## src/rtl/stat_led_pkg.sv

```systemverilog
package stat_led_pkg;

    localparam int unsigned LED_N    = 4;
    localparam int unsigned IDX_ACT  = 0;
    localparam int unsigned IDX_LINK = 1;
    localparam int unsigned IDX_SPD  = 2;
    localparam int unsigned IDX_FDX  = 3;

    // Line status presented to the LED condition logic.
    typedef struct packed {
        logic link10;
        logic link100;
        logic sel100;
        logic aneg_busy;
        logic isolate;
        logic fdx;
    } line_stat_t;

    // Lit/dark request per LED, activity in the least significant position.
    typedef struct packed {
        logic fdx;
        logic spd;
        logic link;
        logic act;
    } led_vec_t;

    function automatic int unsigned hold_len(int unsigned hz, int unsigned ms);
        return (hz / 1000) * ms;
    endfunction

    function automatic logic link_pick(line_stat_t s);
        return s.sel100 ? s.link100 : s.link10;
    endfunction

    function automatic logic speed_lit(line_stat_t s);
        return (s.sel100 | s.aneg_busy) & ~s.isolate;
    endfunction

    // Pin level: a lit LED drives the opposite of its dark level (the strap).
    function automatic logic pin_level(logic lit, logic dark_lvl);
        return lit ^ dark_lvl;
    endfunction

endpackage

```

## src/rtl/stat_led_strap.sv

```systemverilog
module stat_led_strap #(
    parameter int unsigned W = 4
) (
    input  logic         clk,
    input  logic         rst,
    input  logic [W-1:0] strap_i,
    output logic [W-1:0] pol_o
);
    logic [W-1:0] pol_q;

    // Tracks the straps through reset; holds the final value once released.
    always_ff @(posedge clk) begin
        if (rst) begin
            pol_q <= strap_i;
        end
    end

    assign pol_o = pol_q;
endmodule

```

## src/rtl/stat_led_stretch.sv

```systemverilog
module stat_led_stretch #(
    parameter int unsigned HOLD_CYCLES = 8
) (
    input  logic clk,
    input  logic rst,
    input  logic crs_i,
    output logic active_o
);
    localparam int unsigned CW = $clog2(HOLD_CYCLES + 1);
    localparam logic [CW-1:0] RELOAD = CW'(HOLD_CYCLES);
    localparam logic [CW-1:0] ONE    = CW'(1);

    logic [CW-1:0] left_q;

    always_ff @(posedge clk) begin
        if (rst) begin
            left_q <= '0;
        end else if (crs_i) begin
            left_q <= RELOAD;
        end else if (left_q != '0) begin
            left_q <= left_q - ONE;
        end
    end

    assign active_o = crs_i | (left_q != '0);
endmodule

```

## src/rtl/stat_led_cond.sv

```systemverilog
module stat_led_cond
    import stat_led_pkg::*;
(
    input  line_stat_t stat_i,
    input  logic       act_i,
    output led_vec_t   lit_o
);
    logic link_ok;

    always_comb begin
        link_ok     = link_pick(stat_i);
        lit_o.act   = act_i;
        lit_o.link  = link_ok;
        lit_o.spd   = speed_lit(stat_i);
        lit_o.fdx   = stat_i.fdx & link_ok;
    end
endmodule

```

## src/rtl/stat_led_drv.sv

```systemverilog
module stat_led_drv
    import stat_led_pkg::*;
#(
    parameter int unsigned CLK_FREQ_HZ = 25_000_000,
    parameter int unsigned HOLD_MS     = 128
) (
    input  logic             clk,
    input  logic             rst,
    input  logic             crs_i,
    input  logic             link10_i,
    input  logic             link100_i,
    input  logic             sel100_i,
    input  logic             aneg_busy_i,
    input  logic             isolate_i,
    input  logic             full_dup_i,
    input  logic [LED_N-1:0] strap_i,
    output logic [LED_N-1:0] led_o
);
    localparam int unsigned HOLD_CYCLES = hold_len(CLK_FREQ_HZ, HOLD_MS);

    line_stat_t       stat;
    led_vec_t         lit;
    logic [LED_N-1:0] lit_bits;
    logic [LED_N-1:0] pol;
    logic             act_on;
    logic [LED_N-1:0] led_q;

    always_comb begin
        stat.link10    = link10_i;
        stat.link100   = link100_i;
        stat.sel100    = sel100_i;
        stat.aneg_busy = aneg_busy_i;
        stat.isolate   = isolate_i;
        stat.fdx       = full_dup_i;
    end

    stat_led_strap #(.W(LED_N)) strap_i0 (
        .clk     (clk),
        .rst     (rst),
        .strap_i (strap_i),
        .pol_o   (pol)
    );

    stat_led_stretch #(.HOLD_CYCLES(HOLD_CYCLES)) act_i0 (
        .clk      (clk),
        .rst      (rst),
        .crs_i    (crs_i),
        .active_o (act_on)
    );

    stat_led_cond cond_i0 (
        .stat_i (stat),
        .act_i  (act_on),
        .lit_o  (lit)
    );

    assign lit_bits = lit;

    for (genvar n = 0; n < LED_N; n++) begin : g_pin
        always_ff @(posedge clk) begin
            if (rst) begin
                led_q[n] <= strap_i[n];
            end else begin
                led_q[n] <= pin_level(lit_bits[n], pol[n]);
            end
        end
    end

    assign led_o = led_q;
endmodule

```

## config.mk

```make
export PLATFORM = sky130hd
export DESIGN_NAME = stat_led_drv
export DESIGN_NICKNAME = d
export VERILOG_FILES = /design/src/rtl/stat_led_pkg.sv /design/src/rtl/stat_led_strap.sv /design/src/rtl/stat_led_stretch.sv /design/src/rtl/stat_led_cond.sv /design/src/rtl/stat_led_drv.sv
export SDC_FILE = /design/constraint.sdc
export NUM_CORES = 1
export LEC_CHECK = 0
export ABC_CLOCK_PERIOD_IN_PS = 2510
export BUFFER_PORTS_ARGS = -buffer_cell sky130_fd_sc_hd__buf_2
export CAP_MARGIN = 20
export CORE_MARGIN = 3
export CORE_UTILIZATION = 30
export DETAILED_ROUTE_END_ITERATION = 10
export PLACE_DENSITY = 0.51
export SLEW_MARGIN = 15
export SYNTH_ARGS = -nofsm -noshare
export SYNTH_HDL_FRONTEND = slang
export SYNTH_SLANG_ARGS = --single-unit
```

## constraint.sdc

```tcl
create_clock -name clk -period 2.51 [get_ports clk]
set_input_delay 0.502 -clock clk [delete_from_list [all_inputs] [get_ports clk]]
set_output_delay 0.502 -clock clk [all_outputs]
set_load 0.005 [all_outputs]
```

==> flow_summary.ini <==
[place]
dp.final_hpwl_mm = 1.97
placed_cells = 215
io_buffers = 16
gp_congestion = 0.792
pre_cts_ws_ns = 0.522

[clock_tree]
cts-resized-gates = 0
cts_max_level = 2
clk_latency_ns = 0.28
postCtsSetupBuffers = 0
hold_buffers = 0
cts_root_buf = clkbuf_8
numCtsBuffers = 5
cts_tree = yes
path_clk_slew_ns = 0.06
clock_path_buffers = 2
cts_sinks = 30

[setup_path]
cp.arrival_ns = 2.21
path_class = flip-flop to flip-flop
r2r_start = act_i0.left_q[0]
cp-startpoint = act_i0.left_q[0]
r2r_cells = 8
start_kind = flip-flop
worstSetupEndpointType = flip-flop
crit_fanout = 10
required_ns = 2.72

[logic_synthesis]
synth.area.top_cells = dfxtp_1, xor2_1, edfxtp_1, nor2_1, a21oi_1
synth_common_cells = dfxtp_1, nor2_1, xor2_1, a21oi_1, nand2_1
syn-num-nets = 167
netlist.area_leader.share_pct = 37.2
syn_inst = 152
synth_ff_type = dfxtp_1
postSynthAreaPerCell_sq_um = 9.21
async_flop_share_pct = 0
ys_seq_area_share_pct = 45.8
ys_ff_latch = 30
synth.cell_area_sq_um = 1400
ys_warn_count = 0
ys_types = 40
synth_most_common_cell = dfxtp_1
yosys.area.top_type = dfxtp_1
synth_edf_count = 4

[die]
num_rows = 24
die_w_microns = 74.3
start_util_pct = 31.5
boundaryPins = 17
die-area_sq_um = 5520
die_y_microns = 74.3
core-area_sq_um = 4440

[timing]
min_period_ns = 2.00
fin_ws_ns = 0.511
fmax_ghz = 0.500
relSlewSlack_pct = 66.0
clock_skew_ns = 0.00569
drv_slew = 0
period_share_pct = 79.6
worst_pin_slew_ns = 0.507
fin_setup_tns_ns = 0
rsz0062_at_grt = no
setup_violations = 0
report.final.hold_viol_count = 0

[global_route]
overflow = 0
grt_pass1_wl_mm = 4.53
grt_max_degree = 20
grt_util_all_layers_pct = 10.9
antenna_found_initial = 0
first_global_vias = 1084

[pwr]
power_leakage_nw = 0.658
ir_worst_vdd_uv = 343
power_density_nw_per_um2 = 799
p_total_mw = 1.31

[min_path]
holdCritPathClass = primary input to flip-flop
min_from = strap_i[2]
min_path_cells = 1

[routing]
drt_iter0_markers = 31
wl_per_cell_microns = 11.8
viasPerCell = 4.89
ant_nets = 0
wirelength_mm = 2.63
vias = 1091
drt-pass1-iter-count = 4
drc = 0

[finish]
layout-drive-gt1-share_pct = 18.7
area_growth_pct = 17.2
layout.nets = 185
antenna_cells = 0
final_core_util_pct = 36.9
final_cell_count_no_fill = 223

[outcome]
status = finished, final reports clean

[job]
cap_viol_max_count = 0
## report_power, final
part	leakage [nW]	total, mW	internal, mW	switching [mW]
logic	0.347	0.283	0.129	0.153
registers	0.254	0.571	0.533	0.0387
clock network	0.0566	0.457	0.283	0.174
## cell type report
class	count	area [sq um]
Fill cell	453	2800
Multi-Input combinational cell	111	717
Sequential cell	30	641
Clock buffer	8	111
Timing Repair Buffer	17	87.6
Tap cell	52	65.1
Inverter	5	18.8
## worst max-delay path, stage by stage, from the launching register on
cell	delay, ns
dfxtp_1	0.36
inv_1	0.07
ha_1	0.21
nor3b_1	0.14
nand4_1	0.26
buf_4	0.23
nand3_2	0.11
or4_1	0.41
a21oi_1	0.14
## registers in the layout (all words and copies together) (netlist names)
register / count
act_i0.left_q: 22
led_o: 4
strap_i0.pol_o: 4
## routing by layer
layer / global-route usage [%] / wire [microns] / vias to the layer above
met2: 17.2 / 1260 / 12
met5: 0 / 0 / -
met3: 5.00 / 85 / 7
li1: - / - / 562
met1: 12.2 / 1230 / 510
met4: 5.93 / 56 / 0
## cell usage in the layout (no fill, tap or decap), types with 2 or more instances in the layout
cell      netlist  layout
nand2_1         8       8
dfxtp_1        26      26
edfxtp_1        4       4
xor2_1         15      15
clkbuf_8        0       6
nor2_1         19      19
o21ai_1         4       4
inv_1           5       5
ha_1            2       2
nand4b_1        2       2
or3_1           2       2
nand3_1         7       7
nor3_1          3       3
o21ai_0         3       3
nand2b_1        3       3
xnor2_1         5       5
nand4_1         2       2
a21oi_1        11      11
nor4_1          4       4
buf_2           1      16
or4_1           2       2
mux2i_1         2       2
## kinds of logic after synthesis
kind of cell	share of synthesized area, %
compound gates	8.40
xor+xnor	12.5
fa+ha+maj	1.79
buf+inv	3.04
flops	45.8
mux	1.43
simple gates	27.1
## metrics by stage
stage	area, sq um	hold slack, ns
final	1640	0.411
after global placement	1530	0.484
after floorplan	1400	0.458
after CTS	1640	0.402
after global routing	1640	0.393
after detailed placement	1530	0.479
## final timing paths
check                           slack [ns]                 to
worst max-delay path                  0.51  act_i0.left_q[18]
worst min-delay path                  0.41  strap_i0.pol_o[2]
worst max register to register        0.51  act_i0.left_q[18]
worst min register to register        0.49   act_i0.left_q[7]
(Power assumes the default switching activity.)
